`config.mk`:
```
export PLATFORM = sky130hd
export DESIGN_NAME = halt_seq_top
export DESIGN_NICKNAME = d
export VERILOG_FILES = /design/src/rtl/halt_seq_pkg.sv /design/src/rtl/halt_wake_src.sv /design/src/rtl/halt_settle_cnt.sv /design/src/rtl/halt_seq_fsm.sv /design/src/rtl/halt_seq_top.sv
export SDC_FILE = /design/constraint.sdc
export NUM_CORES = 1
export LEC_CHECK = 0
export ABC_AREA = 1
export BUFFER_PORTS_ARGS = -buffer_cell sky130_fd_sc_hd__buf_2
export CAP_MARGIN = 20
export CORE_MARGIN = 4
export CORE_UTILIZATION = 55
export DETAILED_ROUTE_END_ITERATION = 16
export PLACE_DENSITY = 0.87
export SLEW_MARGIN = 0
export SYNTH_ARGS = -nofsm -noshare
export SYNTH_HDL_FRONTEND = slang
export SYNTH_SLANG_ARGS = --single-unit
```
`constraint.sdc`:
```
create_clock -name clk -period 1.9 [get_ports clk]
set_input_delay 0.38 -clock clk [delete_from_list [all_inputs] [get_ports clk]]
set_output_delay 0.38 -clock clk [all_outputs]
set_load 0.1 [all_outputs]
```
`src/rtl/halt_seq_pkg.sv`:
```
package halt_seq_pkg;

  typedef enum logic [2:0] {
    HS_BOOT    = 3'd0,
    HS_RUN     = 3'd1,
    HS_LIGHT   = 3'd2,
    HS_DEEP    = 3'd3,
    HS_SETTLE  = 3'd4,
    HS_WINDOW  = 3'd5,
    HS_PARTIAL = 3'd6
  } hs_state_e;

  localparam logic [1:0] MASK_OPEN = 2'b10;

  // Number of oscillator cycles in one settle period.
  function automatic int unsigned settle_cycles(input logic long_sel,
                                                input int unsigned short_c,
                                                input int unsigned long_c);
    return long_sel ? long_c : short_c;
  endfunction

endpackage

```
`src/rtl/halt_wake_src.sv`:
```
module halt_wake_src #(
  parameter int EXT_N = 4
) (
  input  logic             rtc_irq,
  input  logic             irq_pending,
  input  logic [EXT_N-1:0] ext_irq,
  input  logic             ext_wake_en,
  output logic             wake_rtc,
  output logic             wake_other,
  output logic             wake_deep
);
  logic wake_ext;

  assign wake_ext   = ext_wake_en & (|ext_irq);
  assign wake_rtc   = rtc_irq;
  assign wake_other = irq_pending | wake_ext;
  // Deep halt has no running time base, so only external lines count.
  assign wake_deep  = wake_ext;
endmodule

```
`src/rtl/halt_settle_cnt.sv`:
```
module halt_settle_cnt #(
  parameter int CNT_W = 12
) (
  input  logic             clk,
  input  logic             rst_n,
  input  logic             load,
  input  logic [CNT_W-1:0] load_val,
  input  logic             run,
  output logic [CNT_W-1:0] cnt,
  output logic             zero
);
  assign zero = (cnt == '0);

  always_ff @(posedge clk or negedge rst_n) begin
    if (!rst_n)          cnt <= '0;
    else if (load)       cnt <= load_val;
    else if (run && !zero) cnt <= cnt - 1'b1;
  end
endmodule

```
`src/rtl/halt_seq_fsm.sv`:
```
module halt_seq_fsm
  import halt_seq_pkg::*;
(
  input  logic      clk,
  input  logic      rst_n,
  input  logic      halt_req,
  input  logic      osc_irq_en,
  input  logic      wake_rtc,
  input  logic      wake_other,
  input  logic      wake_deep,
  input  logic      cnt_zero,
  output hs_state_e state,
  output logic      cnt_load,
  output logic      resume_vec
);
  hs_state_e nxt;
  logic      irq_resume;

  always_comb begin
    nxt        = state;
    cnt_load   = 1'b0;
    irq_resume = 1'b0;
    unique case (state)
      HS_BOOT: begin
        nxt      = HS_SETTLE;
        cnt_load = 1'b1;
      end
      HS_RUN: begin
        if (halt_req) nxt = osc_irq_en ? HS_LIGHT : HS_DEEP;
      end
      HS_LIGHT: begin
        if (wake_rtc) begin
          nxt        = HS_WINDOW;
          cnt_load   = 1'b1;
          irq_resume = 1'b1;
        end else if (wake_other) begin
          nxt        = HS_RUN;
          irq_resume = 1'b1;
        end
      end
      HS_DEEP: begin
        if (wake_deep) begin
          nxt        = HS_SETTLE;
          cnt_load   = 1'b1;
          irq_resume = 1'b1;
        end
      end
      HS_SETTLE: begin
        if (cnt_zero) nxt = HS_RUN;
      end
      HS_WINDOW: begin
        if (cnt_zero)         nxt = HS_RUN;
        else if (!osc_irq_en) nxt = HS_PARTIAL;
      end
      HS_PARTIAL: begin
        if (cnt_zero) nxt = HS_RUN;
      end
      default: nxt = HS_BOOT;
    endcase
  end

  always_ff @(posedge clk or negedge rst_n) begin
    if (!rst_n) begin
      state      <= HS_BOOT;
      resume_vec <= 1'b1;
    end else begin
      state <= nxt;
      if (irq_resume) resume_vec <= 1'b0;
    end
  end
endmodule

```
`src/rtl/halt_seq_top.sv`:
```
module halt_seq_top
  import halt_seq_pkg::*;
#(
  parameter int          EXT_N     = 4,
  parameter int unsigned SHORT_DLY = 256,
  parameter int unsigned LONG_DLY  = 4096
) (
  input  logic             clk,
  input  logic             rst_n,
  input  logic             halt_req,
  input  logic             osc_irq_en,
  input  logic             long_delay_sel,
  input  logic             rtc_irq,
  input  logic [EXT_N-1:0] ext_irq,
  input  logic             ext_wake_en,
  input  logic             irq_pending,
  output logic             osc_en,
  output logic             cpu_clk_en,
  output logic             periph_clk_en,
  output logic             imask_force_en,
  output logic [1:0]       imask_force_val,
  output logic             wdg_suppress,
  output logic             resume_vec
);
  localparam int CNT_W = $clog2(LONG_DLY);

  hs_state_e        state;
  logic             wake_rtc, wake_other, wake_deep;
  logic             cnt_load, cnt_zero, cnt_run;
  logic [CNT_W-1:0] cnt, load_val;

  // Named state wires for the checker.
  logic in_run, in_light, in_deep, in_settle, in_window, in_partial;

  assign in_run     = (state == HS_RUN);
  assign in_light   = (state == HS_LIGHT);
  assign in_deep    = (state == HS_DEEP);
  assign in_settle  = (state == HS_SETTLE);
  assign in_window  = (state == HS_WINDOW);
  assign in_partial = (state == HS_PARTIAL);

  assign load_val = CNT_W'(settle_cycles(long_delay_sel, SHORT_DLY, LONG_DLY) - 1);
  assign cnt_run  = in_settle | in_window | in_partial;

  halt_wake_src #(.EXT_N(EXT_N)) u_wake (
    .rtc_irq     (rtc_irq),
    .irq_pending (irq_pending),
    .ext_irq     (ext_irq),
    .ext_wake_en (ext_wake_en),
    .wake_rtc    (wake_rtc),
    .wake_other  (wake_other),
    .wake_deep   (wake_deep)
  );

  halt_settle_cnt #(.CNT_W(CNT_W)) u_cnt (
    .clk      (clk),
    .rst_n    (rst_n),
    .load     (cnt_load),
    .load_val (load_val),
    .run      (cnt_run),
    .cnt      (cnt),
    .zero     (cnt_zero)
  );

  halt_seq_fsm u_fsm (
    .clk        (clk),
    .rst_n      (rst_n),
    .halt_req   (halt_req),
    .osc_irq_en (osc_irq_en),
    .wake_rtc   (wake_rtc),
    .wake_other (wake_other),
    .wake_deep  (wake_deep),
    .cnt_zero   (cnt_zero),
    .state      (state),
    .cnt_load   (cnt_load),
    .resume_vec (resume_vec)
  );

  assign osc_en          = !in_deep;
  assign cpu_clk_en      = in_run | in_window;
  assign periph_clk_en   = in_run | in_window;
  assign imask_force_en  = in_light;
  assign imask_force_val = in_light ? MASK_OPEN : 2'b00;
  assign wdg_suppress    = in_light;
endmodule

```
; Word-level counts from Yosys, hierarchy flattened
; Index checks and enable logic that the tools add are counted.
; W data, S select, Z words.
[totals]
register_bits = 16
latch_bits = 0
mem_bits_rw = 0
rom_bits = 0
in_bits = 12
out_inout_bits = 8
word_cells = 49
memories = 0
[op_classes]
addsub = 2
multipliers = 0
div = 0
n_lt_le_gt_ge = 0
eq_ne = 11
n_shift = 0
n_mux = 19
bitwise_logic = 5
reduce_logical = 9
[ops]
columns = operator, count
row1 = $mux W12, 2
row2 = $sub A12 B1 Y12 const B, 2
row3 = $mux W3, 7
row4 = $pmux W3 S6, 1
row5 = $logic_not A12 Y1, 1
row6 = $eq A3 B3 Y1 const B, 3
row7 = $mux W9, 1
row8 = $eq A3 B2 Y1 const B, 2
row9 = $ne A3 B2 Y1 const B, 2
row10 = $mux W1, 5
row11 = $reduce_and A5 Y1, 1
row12 = $ne A2 B1 Y1 const B, 2
row13 = $or A1 B1 Y1, 4
row14 = $reduce_or A4 Y1, 1
row15 = $eq A3 B1 Y1 const B, 1
row16 = $logic_not A3 Y1, 1
row17 = $pmux W1 S3, 1
row18 = $logic_not A1 Y1, 2
row19 = $mux W2, 1
row20 = $ne A2 B2 Y1 const B, 1
row21 = $pmux W1 S2, 1
row22 = $reduce_bool A2 Y1, 1
row23 = $reduce_or A2 Y1, 1
row24 = $and A1 B1 Y1, 1
row25 = $logic_and A1 B1 Y1, 1

; Logic depth before layout (Yosys ltp)
; Gate-level depths: netlist (run 1).
[logic_depth]
word_depth = 6
mapped_depth = 13
depth_no_buf = 13

; Hierarchy
; From an unflattened synthesis (run 1), not the netlist that was laid out.
[hier_totals]
cells_unflattened = 215
hier_area_um2 = 1416.4
[by_module_without_submodules]
columns = module, instances, cells_each, area_each_um2, seq_area_each_um2
row1 = halt_settle_cnt, 1, 130, 917.1, 300.3
row2 = halt_seq_fsm, 1, 64, 399.1, 101.3
row3 = halt_seq_top, 1, 13, 66.3, 0.0
row4 = halt_wake_src, 1, 8, 33.8, 0.0

; Worst setup path after synthesis (run 1)
; No wires, ideal clock.
[synth_timing]
kind = register to output
startpoint = register u_fsm.state[2]
endpoint = output imask_force_val[1]
arrival_time_ps = 1818
required_time_ps = 1520
setup_slack_ps = -298
stages_incl_launch_ff = 5
path_buffers = 1
cell_sequence = dfrtp_1 nor2_1 nand2_1 inv_1 buf_4
[synth_via]
elab_chain_len = 2
[synth_lines]
columns = item, line
row1 = start: declaration, halt_seq_fsm.sv:12  ; output hs_state_e state,
row2 = start signal: assignment, halt_seq_fsm.sv:67  ; state <= nxt;
row3 = $eq A3 B2 Y1, halt_seq_top.sv:36  ; assign in_light = (state == HS_LIGHT);
row4 = net imask_force_en, halt_seq_top.sv:20  ; output logic imask_force_en,
row5 = $mux W2, halt_seq_top.sv:83  ; assign imask_force_val = in_light ? MASK_OPEN : 2'b00;
row6 = end: declaration, halt_seq_top.sv:21  ; output logic [1:0] imask_force_val,
; The timed path passes the listed nets, and every way through them passes these cells.

; Final worst setup path (run 1)
[layout_timing]
startpoint = register u_fsm.state[2]
endpoint = output wdg_suppress
[layout_via]
elab_chain_len = 1
[layout_lines]
columns = item, line
row1 = $eq A3 B2 Y1, halt_seq_top.sv:36
row2 = end: declaration, halt_seq_top.sv:22  ; output logic wdg_suppress,
; No other way between the ends.

==> flow_metrics.py, run 1 <==
metrics = {
    "worst_setup_path": {
        "ff2ff_path_depth": 12,
        "crit_arrival_ns": 1.45,
        "r2r_start": "u_fsm.state[0]$_DFFE_PN0P_",
        "worstReg2RegEnd": "u_cnt.cnt[10]$_DFFE_PN0P_",
        "start_kind": "flop",
        "rrSetupSlack_ns": 0.15,
        "criticalPathCategory": "reg -> out",
        "crit_fanout": 5,
        "crit_required_ns": 1.52,
        "cp-end-kind": "output pin",
    },
    "layout": {
        "fillers": 148,
        "n_antenna_cell": 0,
        "syn_to_final_growth_pct": 18.8,
        "multi_input_area_um2": 657,
        "drive_gt1_share_pct": 32.6,
        "utilization_pct": 70.1,
        "fin_nets": 192,
        "seq_area_um2": 404,
    },
    "timing": {
        "finalCriticalPeriod_ns": 1.83,
        "rsz0062_at_grt": "yes",
        "fin_crit_sh_pct": 96.5,
        "finClkSkew_ns": 0.00524,
        "setup_violations": 0,
        "hold_violations": 0,
        "final_max_slew_viol_count": 0,
        "fmax_mhz": 545,
    },
    "global_route": {
        "grt_use_total_pct": 21.1,
        "grt_max_degree": 17,
        "overflow": 0,
        "grt_pass1_vias": 1068,
        "antenna_found_initial": 0,
        "grt_pass1_wl_mm": 4.48,
    },
    "cts": {
        "cts_buffer_depth": 2,
        "cts.clk_slew.worst_paths_ns": 0.10,
        "clk_latency_ns": 0.29,
        "htree_levels": 1,
        "cts.sinks": 16,
        "cts-root-buf": "clkbuf_4",
        "cts_inserted_buffers": 3,
        "cts_tree": "yes",
    },
    "floorplan": {
        "dieHeight_um": 54.1,
        "core_area_um2": 1980,
        "floorplan.initialDensity_pct": 59.0,
        "rows": 16,
        "top_level_ports": 20,
        "die_x_um": 54.1,
        "dieArea_um2": 2930,
    },
    "logic_synthesis": {
        "syn_nets": 170,
        "syn_inst": 157,
        "ys_seq_area_share_pct": 34.4,
        "synth.ff_latch_count": 16,
        "netlist_area_um2": 1170,
        "ys_async_sr_fraction_pct": 100,
        "yosysWarnings": 0,
        "synth-edff-count": 0,
        "ys.flop_type": "dfrtp_1",
        "yosysUniqueCellTypes": 31,
        "synth.avg_cell_area_um2": 7.44,
    },
    "job": {
        "maxCapViolations": 0,
    },
    "pwr": {
        "p_int_mw": 1.18,
        "p_sw_mw": 1.44,
        "clockPowerShare_pct": 8.9,
        "fin_total_pwr_mw": 2.62,
        "ir_drop_mv": 1.37,
        "p_seq_share_pct": 24.9,
        "p_leak_nw": 0.699,
        "switching_share_pct": 55.0,
        "pwr-share-comb_pct": 66.3,
        "power.density_nw_per_um2": 1890,
    },
    "detailed_routing": {
        "drc": 0,
        "m1WireLength_mm": 1.13,
        "vias_per_cell": 5.23,
        "antenna_left": 0,
        "wl_met3_um": 203,
        "dr_total_vias": 1072,
        "highest-signal-layer": "met4",
        "first_pass_iters": 5,
        "met2_length_mm": 1.28,
        "dr.first_iter.drc_count": 23,
        "wire_per_inst_um": 12.9,
        "finalWirelength_mm": 2.65,
    },
    "run_status": {
        "status": "complete, no violations",
    },
    "placed_design": {
        "place.port_buffers": 18,
        "dpl.hpwl_mm": 2.08,
        "gp_congestion": 0.901,
    },
    "worst_hold_path": {
        "hold_path.class": "in -> reg",
        "whs_path_depth": 4,
        "min_from": "irq_pending",
        "min_to": "u_fsm.resume_vec$_DFFE_PN1P_",
    },
}
## metrics by stage
stage	setup slack (ns)	setup TNS [ns]	hold slack [ns]	area, um2	std cells
final	0.0659	0	0.345	1390	205
after global routing	-0.00937	-0.00937	0.364	1390	205
after CTS	0.0454	0	0.344	1370	204
after detailed placement	0.0610	0	0.306	1320	199
after global placement	0.181	0	0.303	1320	199
after floorplan	-0.0121	-0.0242	0.0844	1180	157
## registers in the layout, indices dropped and copies added, names as in the netlist
signal            count
u_cnt.cnt            12
u_fsm.state           3
u_fsm.resume_vec      1
## cells in the final DEF, fill, tap and decap left out, drive strengths merged
cell / synthesis / layout
conb: 1 / 1
nand4: 1 / 1
clkinvlp: 0 / 1
dlygate4sd3: 0 / 1
nor3: 1 / 1
or2: 2 / 2
o21ai: 7 / 7
xnor2: 2 / 2
nand2: 47 / 47
buf: 5 / 21
o211ai: 4 / 4
o31ai: 1 / 1
xor2: 3 / 3
dfstp: 1 / 1
clkbuf: 0 / 4
nand3: 17 / 17
ha: 1 / 1
dfrtp: 15 / 15
and2: 1 / 1
a21oi: 3 / 3
nor2: 21 / 21
inv: 23 / 22
a21boi: 1 / 1
## area by class of cell
class                           count  share of cell area (%)
Multi-Input combinational cell    113                    47.3
Sequential cell                    16                    29.1
Timing Repair Buffer               22                    12.1
Inverter                           23                    6.49
Clock buffer                        4                    2.61
Tap cell                           27                    2.43
## power groups by stage
stage	Clock (mW)	Sequential [mW]	Combinational, mW
2_1_floorplan	0	0.607	1.38
3_3_place_gp	0	0.629	1.62
3_5_place_dp	0	0.640	1.70
4_1_cts	0.237	0.637	1.71
5_1_grt	0.246	0.672	1.94
6_report	0.232	0.653	1.74
## kinds of logic (layout without fill, tap and decap cells)
kind of cell	count (synthesis)	after routing	share of synthesized area [%]
xor+xnor	5	5	3.75
other cells	1	1	0.321
fa+ha+maj	1	1	1.07
flops	16	16	34.4
buf+inv	28	49	10.9
simple gates	90	90	39.6
compound gates	16	16	9.96
## cell usage after synthesis (2+ instances only)
cell type  number  area [um2]
o21ai_0         7        35.0
nand3_1         9        45.0
buf_4           4        30.0
nand2_1        41         154
nor2_1         15        56.3
nand2_2         4        25.0
nor2_2          5        31.3
nand2_4         2        22.5
a21oi_1         2        10.0
inv_1          21        78.8
xor2_1          3        26.3
nand3_2         7        70.1
inv_2           2        7.51
o211ai_1        2        15.0
xnor2_1         2        17.5
o211ai_2        2        25.0
dfrtp_1        15         375
## critical path: stages, from the launching register on
cell and delay [ns]:
dfrtp_1 0.51, nor2_4 0.08, nand2_1 0.13, clkinvlp_4 0.21
buf_12 0.22
## repair_timing
action,in CTS,in global routing
hold buffers,1,0
endpoints found under the hold margin,15,0
endpoints found under the setup margin,3,7
gates cloned,0,0
setup buffers,0,1
pin swaps,0,1
gates resized for setup,1,5
## worst max path at each step
stage	cells after the start	slack, ns	end	from
after detailed placement	14	0.06	u_cnt.cnt[10]$_DFFE_PN0P_	ext_irq[1]
after global placement	11	0.18	u_cnt.cnt[10]$_DFFE_PN0P_	u_fsm.state[2]$_DFFE_PN0P_
final	4	0.07	wdg_suppress	u_fsm.state[2]$_DFFE_PN0P_
after global routing	12	-0.009	u_cnt.cnt[8]$_DFFE_PN0P_	u_fsm.state[0]$_DFFE_PN0P_
after floorplan	4	-0.01	imask_force_val[1]	u_fsm.state[2]$_DFFE_PN0P_
after CTS	4	0.05	wdg_suppress	u_fsm.state[2]$_DFFE_PN0P_
## layer usage
| metal | GRT usage [%] | vias up |
|---|---|---|
| met5 | 0 | - |
| met1 | 25.4 | 493 |
| li1 | - | 531 |
| met2 | 36.5 | 43 |
| met3 | 5.82 | 5 |
| met4 | 6.22 | 0 |
No activity file was read; power rests on OpenSTA's default activity.
==> inputs of run 2 (changes only) <==
==> constraint.sdc (replaced) <==
create_clock -name clk -period 2 [get_ports clk]
set_input_delay 0.4 -clock clk [delete_from_list [all_inputs] [get_ports clk]]
set_output_delay 0.4 -clock clk [all_outputs]
set_load 0.1 [all_outputs]
==> run 2 against run 1 <==
The run now ends with hold timing left. Worst hold slack got worse by 0.35 ns. Clock-buffer cell count did not move. Via count is 2.0% higher. Critical path depth unchanged. Sequential power shrank 6.0%. Sequential share of layout area increased by 0.46 points. Die area did not move. Critical endpoint unchanged. Largest power group unchanged.
==> flow_metrics.py, run 2 (synthesis results as in run 1) <==
metrics = {
    "detailed_routing": {
        "vias_per_cell": 5.38,
        "wire_per_inst_um": 12.7,
        "finalWirelength_mm": 2.57,
        "drc": 0,
        "dr.first_iter.drc_count": 40,
        "antenna_left": 0,
        "first_pass_iters": 4,
        "dr_total_vias": 1093,
    },
    "cts": {
        "cts_setup_buffers": 0,
        "cts.clk_slew.worst_paths_ns": 0.10,
        "cts-root-buf": "clkbuf_4",
        "cts_buffer_depth": 2,
        "cts_tree": "yes",
        "cts.sinks": 16,
        "hold_buffers": 0,
        "cts_inserted_buffers": 3,
        "clk_latency_ns": 0.30,
        "htree_levels": 1,
    },
    "layout": {
        "largest_reg_flops": 12,
        "utilization_pct": 68.6,
        "n_antenna_cell": 0,
        "final_cell_mix": "nand2_1, inv_1, buf_2, dfrtp_1, nor2_1",
        "final_common_cell": "nand2_1",
        "largest_registers": "u_cnt.cnt x12, u_fsm.state x3, u_fsm.resume_vec x1",
        "fin_nets": 190,
        "drive_gt1_share_pct": 30.1,
        "top_register": "u_cnt.cnt",
        "syn_to_final_growth_pct": 16.3,
    },
    "timing": {
        "final_max_slew_viol_count": 0,
        "finClkSkew_ns": 0.00800,
        "hold_ws_ns": -0.00235,
        "hold_violations": 4,
        "tns_ns": 0,
        "setup_violations": 0,
        "fin_crit_sh_pct": 93.8,
        "fmax_mhz": 533,
        "finalCriticalPeriod_ns": 1.88,
        "rsz0062_at_grt": "no",
    },
    "floorplan": {
        "top_level_ports": 20,
        "dieArea_um2": 2930,
        "rows": 16,
        "floorplan.initialDensity_pct": 59.0,
        "core_area_um2": 1980,
        "die_x_um": 54.1,
        "dieHeight_um": 54.1,
    },
    "global_route": {
        "grt_use_total_pct": 20.2,
        "grt_max_degree": 17,
        "antenna_found_initial": 0,
        "overflow": 0,
        "grt_pass1_wl_mm": 4.32,
        "grt_pass1_vias": 1023,
    },
    "worst_setup_path": {
        "crit_fanout": 5,
        "start_kind": "flop",
        "worstReg2RegEnd": "u_cnt.cnt[10]$_DFFE_PN0P_",
        "ff2ff_path_depth": 12,
        "crit_arrival_ns": 1.48,
        "rrSetupSlack_ns": 0.18,
        "crit_required_ns": 1.60,
        "criticalPathCategory": "reg -> out",
        "cp-end-kind": "output pin",
        "r2r_start": "u_fsm.state[1]$_DFFE_PN0P_",
    },
    "placed_design": {
        "place.port_buffers": 18,
        "gp_congestion": 0.905,
        "dpl.hpwl_mm": 2.07,
    },
    "pwr": {
        "power.density_nw_per_um2": 1800,
        "p_leak_nw": 0.691,
        "ir_drop_mv": 1.26,
    },
    "worst_hold_path": {
        "hold_path.class": "in -> async",
    },
    "run_status": {
        "violations": "hold timing",
        "status": "finished with violations",
    },
    "job": {
        "maxCapViolations": 0,
    },
}
## run 2: worst max path at each step
stage                                from                        end  slack (ns)  cells after the start
2_1_floorplan  u_fsm.state[2]$_DFFE_PN0P_         imask_force_val[1]        0.07                      4
3_3_place_gp   u_fsm.state[2]$_DFFE_PN0P_   u_cnt.cnt[6]$_DFFE_PN0P_        0.28                     10
3_5_place_dp                   ext_irq[1]  u_cnt.cnt[10]$_DFFE_PN0P_        0.18                     14
4_1_cts        u_fsm.state[2]$_DFFE_PN0P_               wdg_suppress        0.05                      4
5_1_grt        u_fsm.state[2]$_DFFE_PN0P_               wdg_suppress        0.07                      4
6_report       u_fsm.state[2]$_DFFE_PN0P_               wdg_suppress        0.12                      4
## run 2: final cells by class
cell class | instances | area (um2)
Clock buffer | 4 | 36.3
Fill cell | 147 | 623
Inverter | 23 | 90.1
Multi-Input combinational cell | 113 | 647
Sequential cell | 16 | 402
Tap cell | 27 | 33.8
Timing Repair Buffer | 20 | 150
## run 2: power breakdown
group / total (mW) / internal [mW] / switching, mW
Combinational: 1.61 / 0.524 / 1.09
Clock: 0.220 / 0.111 / 0.109
Sequential: 0.614 / 0.466 / 0.148
## run 2: metrics by stage
step | hold WS [ns] | total power, mW | setup WS [ns] | area, um2 | std cells
2_1_floorplan | 0.104 | 1.89 | 0.0679 | 1180 | 157
3_3_place_gp | 0.327 | 2.14 | 0.279 | 1320 | 199
3_5_place_dp | 0.333 | 2.21 | 0.176 | 1320 | 199
4_1_cts | 0.00879 | 2.44 | 0.0468 | 1360 | 203
5_1_grt | 0.0211 | 2.64 | 0.0660 | 1360 | 203
6_report | -0.00235 | 2.44 | 0.124 | 1360 | 203
## run 2: worst max-delay path: stages, from the launching register on
cell	delay (ns)
dfrtp_1	0.46
nor2_2	0.20
nand2_1	0.13
clkinvlp_4	0.19
buf_12	0.19
## run 2: repair_timing
action,in CTS,in global routing
gates resized for setup,0,1
hold endpoints to repair,0,0
endpoints found under the setup margin,0,3
## run 2: metal layers
metal	part of all wire [%]	global-route usage, %
met5	0	0
met4	2.0	7.05
met3	7.8	4.43
met2	48	35.7
met1	42	23.8
